`src/rtl/sram1b_pkg.sv`:
```
`timescale 1ns/1ps
package sram1b_pkg;

   typedef enum logic [2:0] {
      ST_IDLE, ST_RD, ST_WSET, ST_WLOW, ST_WHOLD, ST_PARK, ST_RECOV
   } seq_st_e;

   // nanosecond limits, index 0 = fast grade, 1 = slow grade
   function automatic int unsigned lim_ns(input int unsigned grade, input int unsigned fast_ns,
                                          input int unsigned slow_ns);
      return (grade == 0) ? fast_ns : slow_ns;
   endfunction

   function automatic int unsigned ns2clk(input int unsigned ns, input int unsigned clk_ns);
      int unsigned c;
      c = (ns + clk_ns - 1) / clk_ns;
      return (c == 0) ? 1 : c;
   endfunction

   function automatic int unsigned max2(input int unsigned a, input int unsigned b);
      return (a > b) ? a : b;
   endfunction

   function automatic int unsigned sub_floor1(input int unsigned a, input int unsigned b);
      return (a > b + 1) ? a - b : 1;
   endfunction

endpackage

```
`src/rtl/sram1b_phase_cnt.sv`:
```
`timescale 1ns/1ps
module sram1b_phase_cnt #(
   parameter int unsigned CNT_W = 4
) (
   input  logic             clk,
   input  logic             rst_n,
   input  logic             load,
   input  logic [CNT_W-1:0] load_val,
   output logic             done
);
   logic [CNT_W-1:0] cnt_q;

   always_ff @(posedge clk or negedge rst_n) begin
      if (!rst_n)
         cnt_q <= '0;
      else if (load)
         cnt_q <= load_val;
      else if (cnt_q != '0)
         cnt_q <= cnt_q - 1'b1;
   end

   assign done = (cnt_q == '0);
endmodule

```
`src/rtl/sram1b_fsm.sv`:
```
`timescale 1ns/1ps
module sram1b_fsm
   import sram1b_pkg::*;
#(
   parameter int unsigned CNT_W  = 4,
   parameter int unsigned N_RD   = 2,
   parameter int unsigned N_WP   = 2,
   parameter int unsigned N_HOLD = 1,
   parameter int unsigned N_REC  = 2
) (
   input  logic             clk,
   input  logic             rst_n,
   input  logic             req,
   input  logic             req_wr,
   input  logic             ret_req,
   input  logic             cnt_done,
   output logic             cnt_load,
   output logic [CNT_W-1:0] cnt_val,
   output logic             accept,
   output logic             sample,
   output logic             ready,
   output logic             ce_n,
   output logic             we_n
);
   seq_st_e st_q;

   assign accept = (st_q == ST_IDLE) && !ret_req && req;
   assign sample = (st_q == ST_RD) && cnt_done;
   assign ready  = (st_q == ST_IDLE);

   always_comb begin
      cnt_load = 1'b0;
      cnt_val  = '0;
      unique case (st_q)
         ST_IDLE:  if (accept && !req_wr) begin cnt_load = 1'b1; cnt_val = CNT_W'(N_RD - 1); end
         ST_WSET:  begin cnt_load = 1'b1; cnt_val = CNT_W'(N_WP - 1); end
         ST_WLOW:  if (cnt_done) begin cnt_load = 1'b1; cnt_val = CNT_W'(N_HOLD - 1); end
         ST_PARK:  if (!ret_req) begin cnt_load = 1'b1; cnt_val = CNT_W'(N_REC - 1); end
         default:  ;
      endcase
   end

   always_ff @(posedge clk or negedge rst_n) begin
      if (!rst_n) begin
         st_q <= ST_IDLE;
         ce_n <= 1'b1;
         we_n <= 1'b1;
      end else begin
         unique case (st_q)
            ST_IDLE: begin
               if (ret_req)
                  st_q <= ST_PARK;
               else if (req) begin
                  ce_n <= 1'b0;
                  st_q <= req_wr ? ST_WSET : ST_RD;
               end
            end
            ST_RD:    if (cnt_done) begin ce_n <= 1'b1; st_q <= ST_IDLE; end
            ST_WSET:  begin we_n <= 1'b0; st_q <= ST_WLOW; end
            ST_WLOW:  if (cnt_done) begin we_n <= 1'b1; st_q <= ST_WHOLD; end
            ST_WHOLD: if (cnt_done) begin ce_n <= 1'b1; st_q <= ST_IDLE; end
            ST_PARK:  if (!ret_req) st_q <= ST_RECOV;
            ST_RECOV: if (cnt_done) st_q <= ST_IDLE;
            default:  st_q <= ST_IDLE;
         endcase
      end
   end


   we_low_needs_ce_chk: assert property (@(posedge clk) disable iff (!rst_n)
      !we_n |-> !ce_n);


   park_keeps_deselect_chk: assert property (@(posedge clk) disable iff (!rst_n)
      (ret_req && ce_n) |=> ce_n);
endmodule

```
`src/rtl/sram1b_qcap.sv`:
```
`timescale 1ns/1ps
module sram1b_qcap (
   input  logic clk,
   input  logic rst_n,
   input  logic sample,
   input  logic q,
   output logic rvalid,
   output logic rdata
);
   always_ff @(posedge clk or negedge rst_n) begin
      if (!rst_n) begin
         rvalid <= 1'b0;
         rdata  <= 1'b0;
      end else begin
         rvalid <= sample;
         if (sample) rdata <= q;
      end
   end


   rvalid_single_chk: assert property (@(posedge clk) disable iff (!rst_n)
      rvalid |=> !rvalid);
endmodule

```
`src/rtl/sram1b_ctrl.sv`:
```
`timescale 1ns/1ps
module sram1b_ctrl
   import sram1b_pkg::*;
#(
   parameter int unsigned ADDR_W = 18,
   parameter int unsigned CLK_NS = 20,
   parameter int unsigned GRADE  = 0
) (
   input  logic              clk,
   input  logic              rst_n,
   input  logic              req,
   input  logic              req_wr,
   input  logic [ADDR_W-1:0] req_addr,
   input  logic              req_wdata,
   input  logic              ret_req,
   output logic              ready,
   output logic              rvalid,
   output logic              rdata,
   output logic [ADDR_W-1:0] sram_addr,
   output logic              sram_d,
   input  logic              sram_q,
   output logic              sram_ce_n,
   output logic              sram_we_n
);
   localparam int unsigned T_RC = lim_ns(GRADE, 35, 45);
   localparam int unsigned T_AA = lim_ns(GRADE, 35, 45);
   localparam int unsigned T_WC = lim_ns(GRADE, 35, 45);
   localparam int unsigned T_WP = lim_ns(GRADE, 30, 40);
   localparam int unsigned T_CW = lim_ns(GRADE, 30, 40);
   localparam int unsigned T_AW = lim_ns(GRADE, 30, 40);
   localparam int unsigned T_DS = 20;
   localparam int unsigned T_AH = 5;

   localparam int unsigned N_RD   = max2(ns2clk(T_AA, CLK_NS), ns2clk(T_RC, CLK_NS));
   localparam int unsigned N_WP   = max2(max2(ns2clk(T_WP, CLK_NS), sub_floor1(ns2clk(T_DS, CLK_NS), 1)),
                                         max2(sub_floor1(ns2clk(T_CW, CLK_NS), 1),
                                              sub_floor1(ns2clk(T_AW, CLK_NS), 1)));
   localparam int unsigned N_HOLD = max2(ns2clk(T_AH, CLK_NS), sub_floor1(ns2clk(T_WC, CLK_NS), 1 + N_WP));
   localparam int unsigned N_REC  = ns2clk(T_RC, CLK_NS);
   localparam int unsigned N_MAX  = max2(max2(N_RD, N_WP), max2(N_HOLD, N_REC));
   localparam int unsigned CNT_W  = (N_MAX < 2) ? 1 : $clog2(N_MAX);

   if (ADDR_W < 1) begin : g_bad_addr
      $error("sram1b_ctrl: ADDR_W must be at least 1");
   end
   if (CLK_NS < 1) begin : g_bad_clk
      $error("sram1b_ctrl: CLK_NS must be at least 1");
   end
   if (GRADE > 1) begin : g_bad_grade
      $error("sram1b_ctrl: GRADE must be 0 or 1");
   end

   logic             cnt_load, cnt_done, accept, sample;
   logic [CNT_W-1:0] cnt_val;

   sram1b_phase_cnt #(.CNT_W(CNT_W)) cnt_i (
      .clk(clk), .rst_n(rst_n), .load(cnt_load), .load_val(cnt_val), .done(cnt_done)
   );

   sram1b_fsm #(
      .CNT_W(CNT_W), .N_RD(N_RD), .N_WP(N_WP), .N_HOLD(N_HOLD), .N_REC(N_REC)
   ) fsm_i (
      .clk(clk), .rst_n(rst_n), .req(req), .req_wr(req_wr), .ret_req(ret_req),
      .cnt_done(cnt_done), .cnt_load(cnt_load), .cnt_val(cnt_val), .accept(accept),
      .sample(sample), .ready(ready), .ce_n(sram_ce_n), .we_n(sram_we_n)
   );

   sram1b_qcap qcap_i (
      .clk(clk), .rst_n(rst_n), .sample(sample), .q(sram_q), .rvalid(rvalid), .rdata(rdata)
   );

   always_ff @(posedge clk or negedge rst_n) begin
      if (!rst_n) begin
         sram_addr <= '0;
         sram_d    <= 1'b0;
      end else if (accept) begin
         sram_addr <= req_addr;
         sram_d    <= req_wdata;
      end
   end


   idle_deselect_chk: assert property (@(posedge clk) disable iff (!rst_n)
      ready |-> (sram_ce_n && sram_we_n));


   addr_hold_chk: assert property (@(posedge clk) disable iff (!rst_n)
      (!sram_we_n || !$past(sram_we_n)) |-> ($stable(sram_addr) && $stable(sram_d)));


   busy_blocks_chk: assert property (@(posedge clk) disable iff (!rst_n)
      (!ready && !sram_ce_n) |=> $stable(sram_addr));
endmodule

```
`config.mk`:
```
export PLATFORM = sky130hd
export DESIGN_NAME = sram1b_ctrl
export DESIGN_NICKNAME = d
export VERILOG_FILES = /design/src/rtl/sram1b_pkg.sv /design/src/rtl/sram1b_phase_cnt.sv /design/src/rtl/sram1b_fsm.sv /design/src/rtl/sram1b_qcap.sv /design/src/rtl/sram1b_ctrl.sv
export SDC_FILE = /design/constraint.sdc
export NUM_CORES = 1
export LEC_CHECK = 0
export BUFFER_PORTS_ARGS = -buffer_cell sky130_fd_sc_hd__clkbuf_2
export CORE_ASPECT_RATIO = 1.2
export CORE_UTILIZATION = 30
export DETAILED_ROUTE_END_ITERATION = 8
export GPL_ROUTABILITY_DRIVEN = 0
export PLACE_DENSITY = 0.6
export SETUP_SLACK_MARGIN = 0.5
export SLEW_MARGIN = 10
export SYNTH_ARGS = -nofsm -noshare
export SYNTH_HDL_FRONTEND = slang
export SYNTH_SLANG_ARGS = --single-unit
```
`constraint.sdc`:
```
create_clock -name clk -period 3.6 [get_ports clk]
set_input_delay 0.72 -clock clk [delete_from_list [all_inputs] [get_ports clk]]
set_output_delay 0.72 -clock clk [all_outputs]
set_load 0.1 [all_outputs]
```
==> metrics.txt, run 1 <==
outcome finished, violations left; violated checks DRC; reg2reg setup slack around 1.5 ns; Antenna Violating Nets Remaining 0; number of port buffers between 40 and 50; most frequent cells after synthesis dfrtp_1 (25), mux2_2 (20), a21oi_1 (8); max-slew violation count 0; total track usage a little under an eighth; most frequent cell after synthesis dfrtp_1; first-pass GRT wire length 3730 um; # hold bufs at CTS 0; Synth area leaders dfrtp_1 (55%), mux2_2 (20%), dfstp_2 (4.6%); worst clock skew around 0.006 ns; row count 24; Core Footprint 0.00363 mm2; fin crit period 2.44 ns; Final setup viols 0; Slew headroom 37.9%; Worst Tran Pin Value between 0.9 and 1 ns; Reg2Reg Depth 3; Yosys reg bits 27; Slowest-stage cell, CP dfrtp_1; Period Utilization, post-route 67.8%; Net Count, Synth 110; Post-Synthesis Cell Area 0.00113 mm2; CP Capture Type primary output; CTS root buf clkbuf_8; hpwl dp between 1500 and 2000 um; max incr delay on CP 0.52 ns; Seq/Total Area, Yosys roughly 60%; Fin Setup TNS 0 ns; crit-path max FO 14; htree depth 1; Post-synth ARST share 100%; Hold Vio Cnt, Final 0; area of the multi-input gates about 430 um2; die span in y 69.3 um; WP depth 3; Netlist cell types 23; final wirelength between 2000 and 2500 um; Req. time, crit path 2.88 ns; Remaining DRCs 4; EDFF count, synth 0; drt initial violations 22; number of global-route vias before repair roughly 870; top cell type's share of synthesized area a little under three fifths; clock sinks 27; Worst Setup SP fsm_i.st_q[2]; sequential standard cell area around 680 um2; initial antenna violation count 0; Mapped Cells 85; CP delay by family, top flip-flops; CTS max path bufs 2; FF-to-FF End sram_addr[12]; Yosys top cell by area dfrtp_1; crit path cell chain or2_2, nor2_1, clkbuf_2; # Post-CTS Setup Buffers 0; layout cells sized above 1 56.8%; Worst Path Buf+Inv 1; clk_lat worst skew roughly 0.26 ns; syn_area_per_cell 13.3 um2; Main synth FF type dfrtp_1; FF-to-FF Start fsm_i.st_q[1]; n_diodes 0; Hold/Removal Path Class primary input to asynchronous set/reset pin; Initial DRT Pass Iterations 6; Die W 58.1 um; Worst EP arrival roughly 1.7 ns; Setup crit end ready; Die ar. roughly 0.0040 mm2; critical path class flop to primary output; routed vias/inst ~4.6; pin count of the biggest net entering global routing 28; FMAX roughly 410 MHz; Final Net Count approximately 160; CTS Buf Count 3; wire length per cell between 10 and 15 um; RSZ-0062 raised after global routing no; grt total ovfl 0; Area growth, synth to finish 28.9%; Setup crit start kind flop; DR vias roughly 840; Ports approximately 50; CTS resizes 0; total of max-cap violations 0; CTS tree built; Fillers between 300 and 400; initial core utilization between 30% and 40%; synth warn 0; Worst-path clk slew around 0.09 ns
==> kinds of logic after synthesis <==
logic type      after synthesis  synth area share (%)
compound gates               14                  8.30
buf+inv                       6                  2.43
flops                        27                  60.0
mux                          22                  21.7
simple gates                 16                  7.63
==> layout make-up <==
| type | count | area share, % |
|---|---|---|
| tap | 52 | 4.46 |
| multi-input combinational | 52 | 29.2 |
| timing repair buffer | 48 | 16.5 |
| sequential | 27 | 46.5 |
| clock buffer | 4 | 3.09 |
| inverter | 1 | 0.258 |
==> how the worst min path moves through the flow <==
stage                  from       endpoint  slack [ns]  cells after the start
2_1_floorplan         rst_n    cnt_i.cnt_q        0.42                      0
3_3_place_gp   sram_addr[0]   sram_addr[0]        0.49                      1
3_5_place_dp   sram_addr[0]   sram_addr[0]        0.49                      1
4_1_cts               rst_n    cnt_i.cnt_q        0.50                      1
5_1_grt               rst_n  sram_addr[10]        0.52                      1
6_report              rst_n  sram_addr[10]        0.46                      1
==> per-layer routing <==
layer | vias up | track usage, % | part of all wire [%]
li1 | 398 | - | -
met1 | 417 | 14.3 | 40
met3 | 2 | 1.68 | 4.3
met4 | 0 | 6.35 | 1.6
met5 | - | 0 | 0
met2 | 24 | 20.1 | 54
==> layout by cell type (no fill, tap or decap), drive strengths merged <==
cell type,n
nand3b,2
nor3,1
mux2,20
nand2,2
nor4b,1
a32oi,1
clkbuf,52
inv,1
dfstp,2
o21ai,1
nand2b,2
nand3,1
or4,1
o22ai,1
a211oi,1
a211o,1
or2,1
a32o,1
dfrtp,25
a21oi,8
nor2,5
mux2i,2
==> state kept, by name, indices dropped and copies added, names as in the netlist <==
register,cells
cnt_i.cnt_q,1
fsm_i.st_q,3
sram_d,1
qcap_i.rdata,1
fsm_i.we_n,1
fsm_i.ce_n,1
sram_addr,18
qcap_i.rvalid,1
==> stage by stage <==
step | hold slack [ns] | util (%) | instances | setup WS, ns | cell area, um2
after global routing | 0.524 | 40.1 | 184 | 1.07 | 1460
final | 0.463 | 40.1 | 184 | 1.16 | 1460
after CTS | 0.495 | 40.1 | 184 | 1.16 | 1460
after detailed placement | 0.492 | 38.9 | 180 | 1.23 | 1410
after global placement | 0.492 | 38.9 | 180 | 1.30 | 1410
after floorplan | 0.424 | - | 85 | 0.729 | 1130
Power of run 1 is not shown: default switching activity piles up to over one toggle a cycle in this logic, so the estimate is an artifact.
==> run 2: changes to the inputs <==
PLACE_DENSITY = 0.62   (was 0.6)
clock period = 2.2 ns   (was 3.6 ns; I/O delays follow)
==> metrics.txt, run 2 (synthesis results as in run 1) <==
outcome finished, violations left; violated checks DRC; critical path class flop to primary output; Worst Path Buf+Inv 1 (unchanged); n_diodes 0 (unchanged); Slew headroom 54.5% (+17 points); Final setup viols 0 (unchanged); Final Net Count 168 (+6.3%); Hold Vio Cnt, Final 0 (unchanged); pin count of the biggest net entering global routing 28 (unchanged); FMAX about 600 MHz; htree depth 1 (unchanged); initial antenna violation count 0 (unchanged); Worst Tran Pin Value 0.683 ns (-0.246 ns); final wirelength 2600 um (+19%); Core Footprint 0.00363 mm2 (unchanged); commonest non-fill, non-tap cell in the layout clkbuf_2; Hold/Removal Path Class primary input to asynchronous set/reset pin; Slowest-stage cell, CP dfrtp_2; Fillers 356 (-3.0%); CP delay by family, top flip-flops; Worst EP arrival 1.25 ns (-0.47 ns); clock sinks 27 (unchanged); crit path cell chain or2_4, nor2_4, clkbuf_16; fin crit period 1.69 ns; # hold bufs at CTS 0 (unchanged); Worst Setup SP fsm_i.st_q[2]; number of port buffers 48 (unchanged); Die W 58.1 um (unchanged); max-slew violation count 0 (unchanged); Antenna Violating Nets Remaining 0 (unchanged); DR vias 906 (+7.7%); CTS root buf clkbuf_8; Period Utilization, post-route roughly three quarters; max reg flops 18 (unchanged); row count 24 (unchanged); hpwl dp 1820 um (+8.3%); Setup crit start kind flop; Initial DRT Pass Iterations 6 (unchanged); CTS max path bufs 2 (unchanged); FF-to-FF Start fsm_i.st_q[2]; CP Capture Type primary output; routed vias/inst 4.67 (+2.2%); drt initial violations 34 (+55%); CTS Buf Count 3 (unchanged); wire length per cell 13.4 um (+13%); leading registers by flop count sram_addr x18, fsm_i.st_q x3; Ports 49 (unchanged); crit-path max FO 2 (-12); Top reg by flops sram_addr; first-pass GRT wire length 4510 um (+21%); Die ar. 0.00402 mm2 (unchanged); die span in y 69.3 um (unchanged); Worst-path clk slew 0.09 ns (about the same); number of global-route vias before repair 954 (+9.3%); initial core utilization 31.1% (unchanged); max incr delay on CP 0.42 ns (-0.10 ns); Remaining DRCs 2 (-2); most frequent cells in the layout clkbuf_2 (45), dfrtp_1 (22), mux2_2 (20); grt total ovfl 0 (unchanged); layout cells sized above 1 64.8% (+8.0 points); Area growth, synth to finish 41.0%; CTS tree built; Fin Setup TNS 0 ns (unchanged); Req. time, crit path 1.76 ns (-1.12 ns); total track usage 14.4% (+2.6 points); total of max-cap violations 0 (unchanged); RSZ-0062 raised after global routing yes; clk_lat worst skew 0.27 ns (about the same); worst clock skew 0.00677 ns (+0.000771 ns)
## run 2: cell count changes in the layout (fill, tap and decap cells not counted), moves of 2 or more
cell | before | now
dfrtp_1 | 25 | 22
clkbuf_2 | 48 | 45
buf_4 | 0 | 10
dfrtp_2 | 0 | 3
nor2_1 | 5 | 3
clkbuf_4 | 0 | 2
## run 2: worst paths after layout
| check | endpoint | cells past startpoint | slack [ns] |
|---|---|---|---|
| worst max-delay path | ready | 3 | 0.51 |
| worst min-delay path | sram_addr[10] | 1 | 0.20 |
| worst max register to register | fsm_i.st_q[1] | 5 | 0.58 |
| worst min register to register | sram_addr[17] | 1 | 0.51 |
| max in group asynchronous | fsm_i.st_q[2] | 1 | 1.53 |
| min in group clk | sram_addr[17] | 2 | 0.40 |
## run 2: metrics by stage
stage               std cells  area, um2  hold WS (ns)  setup WS [ns]  utilization [%]
finish                    194       1600         0.198          0.508             43.9
global route              194       1600         0.246          0.462             43.9
CTS                       193       1560         0.224          0.490             43.0
detailed placement        182       1440         0.492          0.413             39.6
global placement          182       1440         0.488          0.435             39.6
floorplan                  85       1150         0.144          0.466                -
## run 2: area by class of cell
cell class	count	area, um2	share of cell area (%)
flip-flops and latches	27	682	42.7
repair buffers	58	340	21.3
clock buffers	4	45.0	2.82
multi-input cells	52	459	28.8
inverters	1	3.75	0.235
well taps	52	65.1	4.08
## run 2: repair_timing
item,in CTS,in global routing
pin swaps,1,4
endpoints found under the setup margin,5,23
buffers inserted,7,1
gates resized for setup,8,4
hold endpoints to repair,0,0
## run 2: worst reg2reg max path, stage by stage (launching register included)
cell and delay [ns]:
dfrtp_2 0.42, buf_4 0.14, or4_4 0.42, a32oi_4 0.24, mux2i_1 0.23, a21oi_1 0.06
## run 2: per-layer routing
layer  routed length [um]  global-route usage [%]  share of wire, %  up-vias
li1                     -                       -                 -      416
met1                  955                    17.0                37      457
met2                 1470                    25.2                56       29
met3                  139                    2.43               5.3        4
met4                   41                    6.35               1.6        0
met5                    0                       0                 0        -
Power of run 2 is left out for the same reason.
==> run 3: changes to the inputs <==
clock period = 1.5 ns   (was 2.2 ns; I/O delays follow)
==> metrics.txt, run 3 (synthesis results as in run 1) <==
crit-path max FO 3 (+1); final wirelength 2910 um (+12%); critical path class flop to primary output; Ports 49 (unchanged); Slew headroom 83.4% (+29 points); Setup crit end ready; post-route cell area 0.00221 mm2 (+39%); CTS Buf Count 3 (unchanged); Area growth, synth to finish 95.7%; leading registers by flop count sram_addr x18, fsm_i.st_q x3; Core Footprint 0.00363 mm2 (unchanged); FF-to-FF Start fsm_i.st_q[2]; worst clock skew 0.00596 ns (-0.000808 ns); Period Utilization, post-route 109%; CP Capture Type primary output; CTS root buf clkbuf_8; Final setup viols 2 (+2); htree depth 1 (unchanged); fin crit period ~1.6 ns; total of max-cap violations 0 (unchanged); violated checks DRC, setup timing; grt total ovfl 0 (unchanged); Remaining DRCs 3 (+1); die span in y 69.3 um (unchanged); CTS max path bufs 2 (unchanged); drt initial violations 74 (+120%); WHS 0.252 ns (+0.0542 ns); FF-to-FF End fsm_i.st_q[1]; layout cells sized above 1 84.5% (+20 points); CTS tree built; Final WS setup -0.135 ns (-0.643 ns); dpl cells 189 (+3.8%); DP Area 0.00160 mm2 (+11%); Worst Path Buf+Inv 2 (+1); RSZ-0062 raised after global routing yes; Worst Tran Pin Value 0.249 ns (-0.433 ns); fin cells 200 (+3.1%); max incr delay on CP 0.39 ns (-0.03 ns); Hold/Removal Path Class primary input to flop; Antenna Violating Nets Remaining 0 (unchanged); DR vias 905 (-0.11%); row count 24 (unchanged); Worst EP arrival 1.33 ns (+0.08 ns); Worst-path clk slew 0.09 ns (about the same); CP delay by family, top flip-flops; first-pass GRT wire length 4920 um (+9.0%); routed vias/inst 4.53 (-3.1%); Hold Vio Cnt, Final 0 (unchanged); crit path cell chain buf_6, or2_4, nor2_4, buf_12; WP depth 4 (+1); Reg2Reg Depth 4 (-1); Slowest-stage cell, CP dfrtp_1; most frequent cells in the layout clkbuf_2 (24), dfrtp_2 (22), mux2_2 (20), clkbuf_16 (20), buf_4 (9); max reg flops 18 (unchanged); Req. time, crit path 1.20 ns (-0.56 ns); reg2reg setup slack -0.02 ns (-0.60 ns); n_diodes 0 (unchanged); max-slew violation count 0 (unchanged); fin util 60.9% (+17 points); min-delay src req_addr[17]; Setup crit start kind flop; clk_lat worst skew 0.27 ns (about the same); Die W 58.1 um (unchanged); clock sinks 27 (unchanged); Die ar. 0.00402 mm2 (unchanged); total track usage 16.1% (+1.7 points); Top reg by flops sram_addr; FMAX approximately 610 MHz; Worst Setup SP fsm_i.st_q[2]; outcome finished, violations left; initial antenna violation count 0 (unchanged); hpwl dp 1780 um (-2.2%); pin count of the biggest net entering global routing 28 (unchanged); Initial DRT Pass Iterations 6 (unchanged); Fillers 287 (-19%); wire length per cell 14.6 um (+8.5%); initial core utilization 31.1% (unchanged); commonest non-fill, non-tap cell in the layout clkbuf_2; number of global-route vias before repair 1033 (+8.3%); Final Net Count 174 (+3.6%); number of port buffers 48 (unchanged)
==> run 3: cell types whose count changed in the layout (fill, tap and decap cells not counted), sizes merged <==
| cell | change |
|---|---|
| buf | +9 |
| clkbuf | -5 |
| clkinv | +1 |
| dlygate4sd3 | +1 |
==> run 3: metal layers <==
| metal | track usage, % | wire length [um] | up-vias |
|---|---|---|---|
| li1 | - | - | 428 |
| met1 | 18.7 | 1090 | 455 |
| met2 | 28.9 | 1710 | 20 |
| met3 | 2.05 | 73 | 2 |
| met4 | 6.88 | 34 | 0 |
| met5 | 0 | 0 | - |
==> run 3: area by class of cell <==
cell class	count	area, um2	area share (%)
Timing Repair Buffer	64	867	39.2
Sequential cell	27	713	32.2
Multi-Input combinational cell	52	518	23.4
Tap cell	52	65.1	2.94
Clock buffer	3	41.3	1.87
Clock inverter	1	5.00	0.226
Inverter	1	3.75	0.170
==> run 3: what timing repair did <==
action / 4_1_cts / 5_1_grt
resized for setup: 75 / 12
pin swaps: 4 / 3
endpoints found under the setup margin: 50 / 51
endpoints found under the hold margin: 25 / 0
setup buffers: 4 / 2
hold buffers: 1 / 0
==> run 3: stage by stage <==
| stage | setup WS [ns] | TNS (ns) |
|---|---|---|
| 6_report | -0.135 | -0.155 |
| 5_1_grt | -0.185 | -0.374 |
| 4_1_cts | -0.138 | -0.155 |
| 3_5_place_dp | -0.0823 | -0.120 |
| 3_3_place_gp | -0.0404 | -0.0404 |
| 2_1_floorplan | -0.0937 | -0.0937 |
==> run 3: how the worst min path moves through the flow <==
stage | end | slack, ns | depth (start not counted)
after floorplan | cnt_i.cnt_q | 0.004 | 0
after global placement | sram_addr[8] | 0.26 | 2
after detailed placement | sram_addr[8] | 0.26 | 2
after CTS | sram_addr[12] | 0.25 | 2
after global routing | sram_addr[17] | 0.24 | 2
final | sram_addr[17] | 0.25 | 2
Power of run 3 is left out for the same reason.
